File: config.mk
export PLATFORM = sky130hd
export DESIGN_NAME = refill_ctrl
export DESIGN_NICKNAME = d
export VERILOG_FILES = /design/src/rtl/refill_ctrl.sv
export SDC_FILE = /design/constraint.sdc
export NUM_CORES = 1
export LEC_CHECK = 0
export BUFFER_PORTS_ARGS = -buffer_cell sky130_fd_sc_hd__buf_2
export CORE_UTILIZATION = 55
export CTS_BUF_LIST = sky130_fd_sc_hd__clkbuf_16
export DETAILED_ROUTE_END_ITERATION = 8
export HOLD_SLACK_MARGIN = 0.06
export PLACE_DENSITY = 0.76
export SLEW_MARGIN = 20
export SYNTH_ARGS = -nofsm -noshare
export SYNTH_HDL_FRONTEND = slang
export SYNTH_SLANG_ARGS = --single-unit
export TNS_END_PERCENT = 5
File: constraint.sdc
create_clock -name clk -period 10.55 [get_ports clk]
set_input_delay 0.5275 -clock clk [delete_from_list [all_inputs] [get_ports clk]]
set_output_delay 0.5275 -clock clk [all_outputs]
set_load 0.005 [all_outputs]
File: src/rtl/refill_ctrl.sv
module refill_ctrl #(
  parameter int ORG     = 3,
  parameter int AW      = 10,
  parameter int DW      = 32,
  parameter int ACC_CYC = 15,
  parameter int LATW    = 8
) (
  input  logic              clk,
  input  logic              rst_n,
  input  logic              req,
  input  logic [AW-1:0]     blk_addr,
  output logic              busy,
  output logic [3:0]        rvalid,
  output logic              rlast,
  output logic [4*DW-1:0]   rdata,
  output logic [LATW-1:0]   miss_lat
);
  localparam int WORDS  = 4;
  localparam int LANES  = (ORG == 1) ? 2 : (ORG == 2) ? 4 : 1;
  localparam int GROUPS = WORDS / LANES;
  localparam bit BANKED = (ORG == 3);
  localparam int TOTAL  = BANKED ? 1 + ACC_CYC + WORDS : 1 + GROUPS * (ACC_CYC + 1);
  localparam int WW     = $clog2(ACC_CYC) + 1;

  typedef enum logic [1:0] {S_IDLE, S_ADDR, S_ACC, S_XFER} st_t;

  st_t             state;
  logic [WW-1:0]   wcnt;
  logic [1:0]      grp;
  logic [AW-1:0]   blk_q;
  logic [LATW-1:0] lat_cnt;

  wire xfer     = (state == S_XFER);
  wire grp_last = (grp == 2'(GROUPS - 1));

  function automatic logic [DW-1:0] word_val(input logic [AW+1:0] wa);
    logic [31:0] p;
    p = 32'(wa) * 32'h9E3779B1;
    return DW'(p ^ 32'h5A5A0F0F);
  endfunction

  always_ff @(posedge clk) begin
    if (!rst_n) begin
      state    <= S_IDLE;
      wcnt     <= '0;
      grp      <= '0;
      blk_q    <= '0;
      lat_cnt  <= '0;
      miss_lat <= '0;
    end else begin
      case (state)
        S_IDLE: if (req) begin
          state   <= S_ADDR;
          blk_q   <= blk_addr;
          lat_cnt <= LATW'(1);
        end
        S_ADDR: begin
          state   <= S_ACC;
          wcnt    <= WW'(ACC_CYC - 1);
          grp     <= '0;
          lat_cnt <= lat_cnt + 1'b1;
        end
        S_ACC: begin
          lat_cnt <= lat_cnt + 1'b1;
          if (wcnt == '0) state <= S_XFER;
          else            wcnt  <= wcnt - 1'b1;
        end
        S_XFER: begin
          lat_cnt <= lat_cnt + 1'b1;
          if (grp_last) begin
            state    <= S_IDLE;
            miss_lat <= lat_cnt;
          end else begin
            grp <= grp + 1'b1;
            if (!BANKED) begin
              state <= S_ACC;
              wcnt  <= WW'(ACC_CYC - 1);
            end
          end
        end
        default: state <= S_IDLE;
      endcase
    end
  end

  assign busy  = (state != S_IDLE);
  assign rlast = xfer && grp_last;

  // lane i is word offset i; when banked, bank i is the one whose word
  // addresses end in i, so it drives lane i
  for (genvar i = 0; i < WORDS; i++) begin : g_lane
    assign rvalid[i] = xfer && (grp == 2'(i / LANES));
    assign rdata[DW*i +: DW] = rvalid[i] ? word_val({blk_q, 2'(i)}) : '0;
  end

  AST_IDLE_QUIET: assert property (@(posedge clk) disable iff (!rst_n)
    !busy |-> (rvalid == 4'b0));
  AST_TAKE_REQ: assert property (@(posedge clk) disable iff (!rst_n)
    (req && !busy) |=> busy);
  AST_XFER_WIDTH: assert property (@(posedge clk) disable iff (!rst_n)
    (rvalid != 4'b0) |-> ($countones(rvalid) == LANES));
  AST_LAST_LANE: assert property (@(posedge clk) disable iff (!rst_n)
    rlast |-> rvalid[3]);
  AST_LAT_TOTAL: assert property (@(posedge clk) disable iff (!rst_n)
    rlast |=> (miss_lat == LATW'(TOTAL)));
endmodule

==> impl_metrics.yaml <==
sta:
  worstMarginPinSlew_ns: 1.03
  maxSlewHeadroom: 0.311
  finalSetupTns_ns: 0
  hold_viol_final: 0
  slew_viol_final: 0
  skew_ns: 0.00707
  clock.fmax_mhz: 142
  post-route-period-util: 0.668
  rsz0062_at_grt: "no"
  setup_viol: 0
  fin_crit_ns: 7.05
finish:
  drive_gt1_frac: 0.101
  fillers: 2046
  layout.nets: 2108
  syn2layout_area_growth_pct: 9.46
  n_antenna_cell: 0
floorplanning:
  core_um2: 22900
  fp.dieW_um: 156
  rows: 55
  dieArea_um2: 24200
  initial_core_util: 0.566
  fp.dieH_um: 156
  io_pins: 155
critical_path:
  required_ns: 10.02
  path_max_fanout: 12
  path_buf_inv: 4
  critical_path_class: "reg2out"
  slowest_stage: "dfxtp_1"
  crit_family: "adder cells"
  cp.arrival_ns: 6.52
  path_cells: "ha_1 > ha_1 > inv_1 > fa_1 > fa_1 > inv_1 > fa_1 > inv_1 > ha_1 > a211oi_1 > o211ai_1 > a21oi_1 > nor2_1 > o41a_1 > a211oi_1 > a21oi_1 > or3_1 > o211ai_1 > buf_2"
  crit_path_start_kind: "flip-flop"
  cp_slowest_stage_delay_ns: 0.67
  endpoint_kind: "primary output"
route:
  antenna_left: 0
  first_iter_violations: 627
  num_vias: 10900
  first_pass_iters: 6
  post-route-drc-count: 0
  drt_wl_total_um: 34600
  viasPerCell: 5.42
  avgRoutedWirePerCell_um: 17.1
synth:
  ys_ff_latch: 35
  synth.avg_cell_area_um2: 8.27
  synthTopCellsByArea: "fa_1, ha_1, inv_1, dfxtp_1, xnor2_1"
  synth_top_area_frac: 0.267
  synthArstFlopShare: 0
  synth_area_um2: 13000
  synth_edf_count: 0
  synth.distinct_cells: 67
  seq_area_frac_synth: 0.0540
  synth_top_cell_by_area: "fa_1"
  yosys_warnings: 0
  yosysMostFrequentCell: "inv_1"
  ys.flop_type: "dfxtp_1"
  syn_inst: 1570
  synthTopCellsByCount: "inv_1, ha_1, fa_1"
cts:
  cts.reportedPaths.clkPinSlew_ns: 0.06
  cts_tree: "built"
  cts_buffers: 5
  htree_num_levels: 2
  post_cts_buffers: 0
  hold_buffers: 0
  cts_resized: 0
  worstSkewPairLatency_ns: 0.28
  clockBufferDepth: 2
  clock_sinks: 35
  cts_root_buf: "clkbuf_16"
grt:
  gr-total-overflow: 0
  antenna_found_initial: 0
  track_usage: 0.295
  grt_pass1_vias: 10900
  grt_pass1_wl_um: 55700
  grt_max_degree: 47
placement:
  dpl.hpwl_um: 29900
  io_buffers: 150
  gp_congestion: 0.974
hold_path:
  hp-class: "reg2reg"
run_status:
  status: "complete, no violations"
job:
  maxCapViolations: 0
[layout make-up]
| type | instances | area, µm² | area share |
|---|---|---|---|
| inverter | 337 | 1260 | 0.0891 |
| multi-input combinational | 1169 | 10900 | 0.765 |
| clock buffer | 5 | 125 | 0.00881 |
| sequential | 35 | 702 | 0.0494 |
| tap | 313 | 392 | 0.0276 |
| timing repair buffer | 155 | 788 | 0.0555 |
| clock inverter | 3 | 63.8 | 0.00449 |
[worst paths after layout]
kind              slack (ns)  cells after the start                      from                       end
hold / removal          0.46                      2  miss_lat[2]$_SDFFE_PN0P_  miss_lat[2]$_SDFFE_PN0P_
hold reg to reg         0.46                      2  miss_lat[2]$_SDFFE_PN0P_  miss_lat[2]$_SDFFE_PN0P_
setup / recovery        3.50                     19     blk_q[1]$_SDFFE_PN0P_                 rdata[62]
setup reg to reg        8.18                      6     state[1]$_SDFFE_PN0P_  miss_lat[3]$_SDFFE_PN0P_
[logic make-up after synthesis]
logic type,share of synthesized area
DFF,0.0540
muxes,0.00309
adders and majority gates,0.478
buffers and inverters,0.109
xor gates and xnor gates,0.0817
other,0.000289
AOI/OAI and AO/OA,0.149
and+or+nand+nor,0.124
[cells in the final DEF, fill, tap and decap left out, types with 5 or more instances in the layout]
cell type | synthesis | final
nor3b_1 | 7 | 7
a21o_1 | 51 | 51
o31ai_1 | 6 | 6
a21oi_1 | 85 | 85
or3_1 | 5 | 5
xnor2_1 | 70 | 70
o21bai_1 | 20 | 20
inv_1 | 336 | 336
or2_2 | 5 | 5
nor2b_1 | 11 | 11
nor2_1 | 156 | 156
a31oi_1 | 8 | 8
a21boi_0 | 23 | 23
buf_2 | 0 | 150
and2_1 | 5 | 5
o211ai_1 | 10 | 10
fa_1 | 173 | 173
dfxtp_1 | 35 | 34
xor2_1 | 51 | 51
a211oi_1 | 9 | 9
o21ai_0 | 39 | 39
ha_1 | 219 | 219
clkbuf_16 | 0 | 5
buf_4 | 9 | 5
nand3_1 | 15 | 15
nand4_1 | 9 | 9
nand2b_1 | 15 | 15
and3_1 | 15 | 15
nor3_1 | 16 | 16
o21a_1 | 9 | 9
nand2_1 | 84 | 84
[through the flow]
| step | instances | hold slack [ns] | worst slack (ns) | util | area, µm² |
|---|---|---|---|---|---|
| 2_1_floorplan | 1573 | 0.453 | 4.07 | - | 13000 |
| 6_report | 2017 | 0.462 | 3.50 | 0.620 | 14200 |
| 4_1_cts | 2017 | 0.467 | 3.54 | 0.620 | 14200 |
| 3_3_place_gp | 2009 | 0.452 | 3.96 | 0.612 | 14000 |
| 3_5_place_dp | 2009 | 0.457 | 3.86 | 0.612 | 14000 |
| 5_1_grt | 2017 | 0.485 | 3.11 | 0.620 | 14200 |
[worst register-to-register path, cell delays in order (launching register included)]
cell and delay, ns:
dfxtp_1 0.34, ha_1 0.32, nand2_1 0.56, buf_4 0.47, clkinv_1 0.34, nand2_1 0.14
a21boi_0 0.09
[per-layer routing]
layer	GRT usage	wire (µm)	vias to the layer above
li1	-	-	5295
met1	0.409	16000	5243
met2	0.480	15300	352
met3	0.0414	2230	51
met4	0.0840	999	0
met5	0	0	-
[sequential cells by signal (all words and copies together), names as in the netlist]
signal    flops
miss_lat      8
blk_q        10
state         2
grp           2
lat_cnt       8
wcnt          5
Power is left out: the tool's default activity adds up to more than one toggle a clock period on the data nets, which glitch-free logic cannot reach.
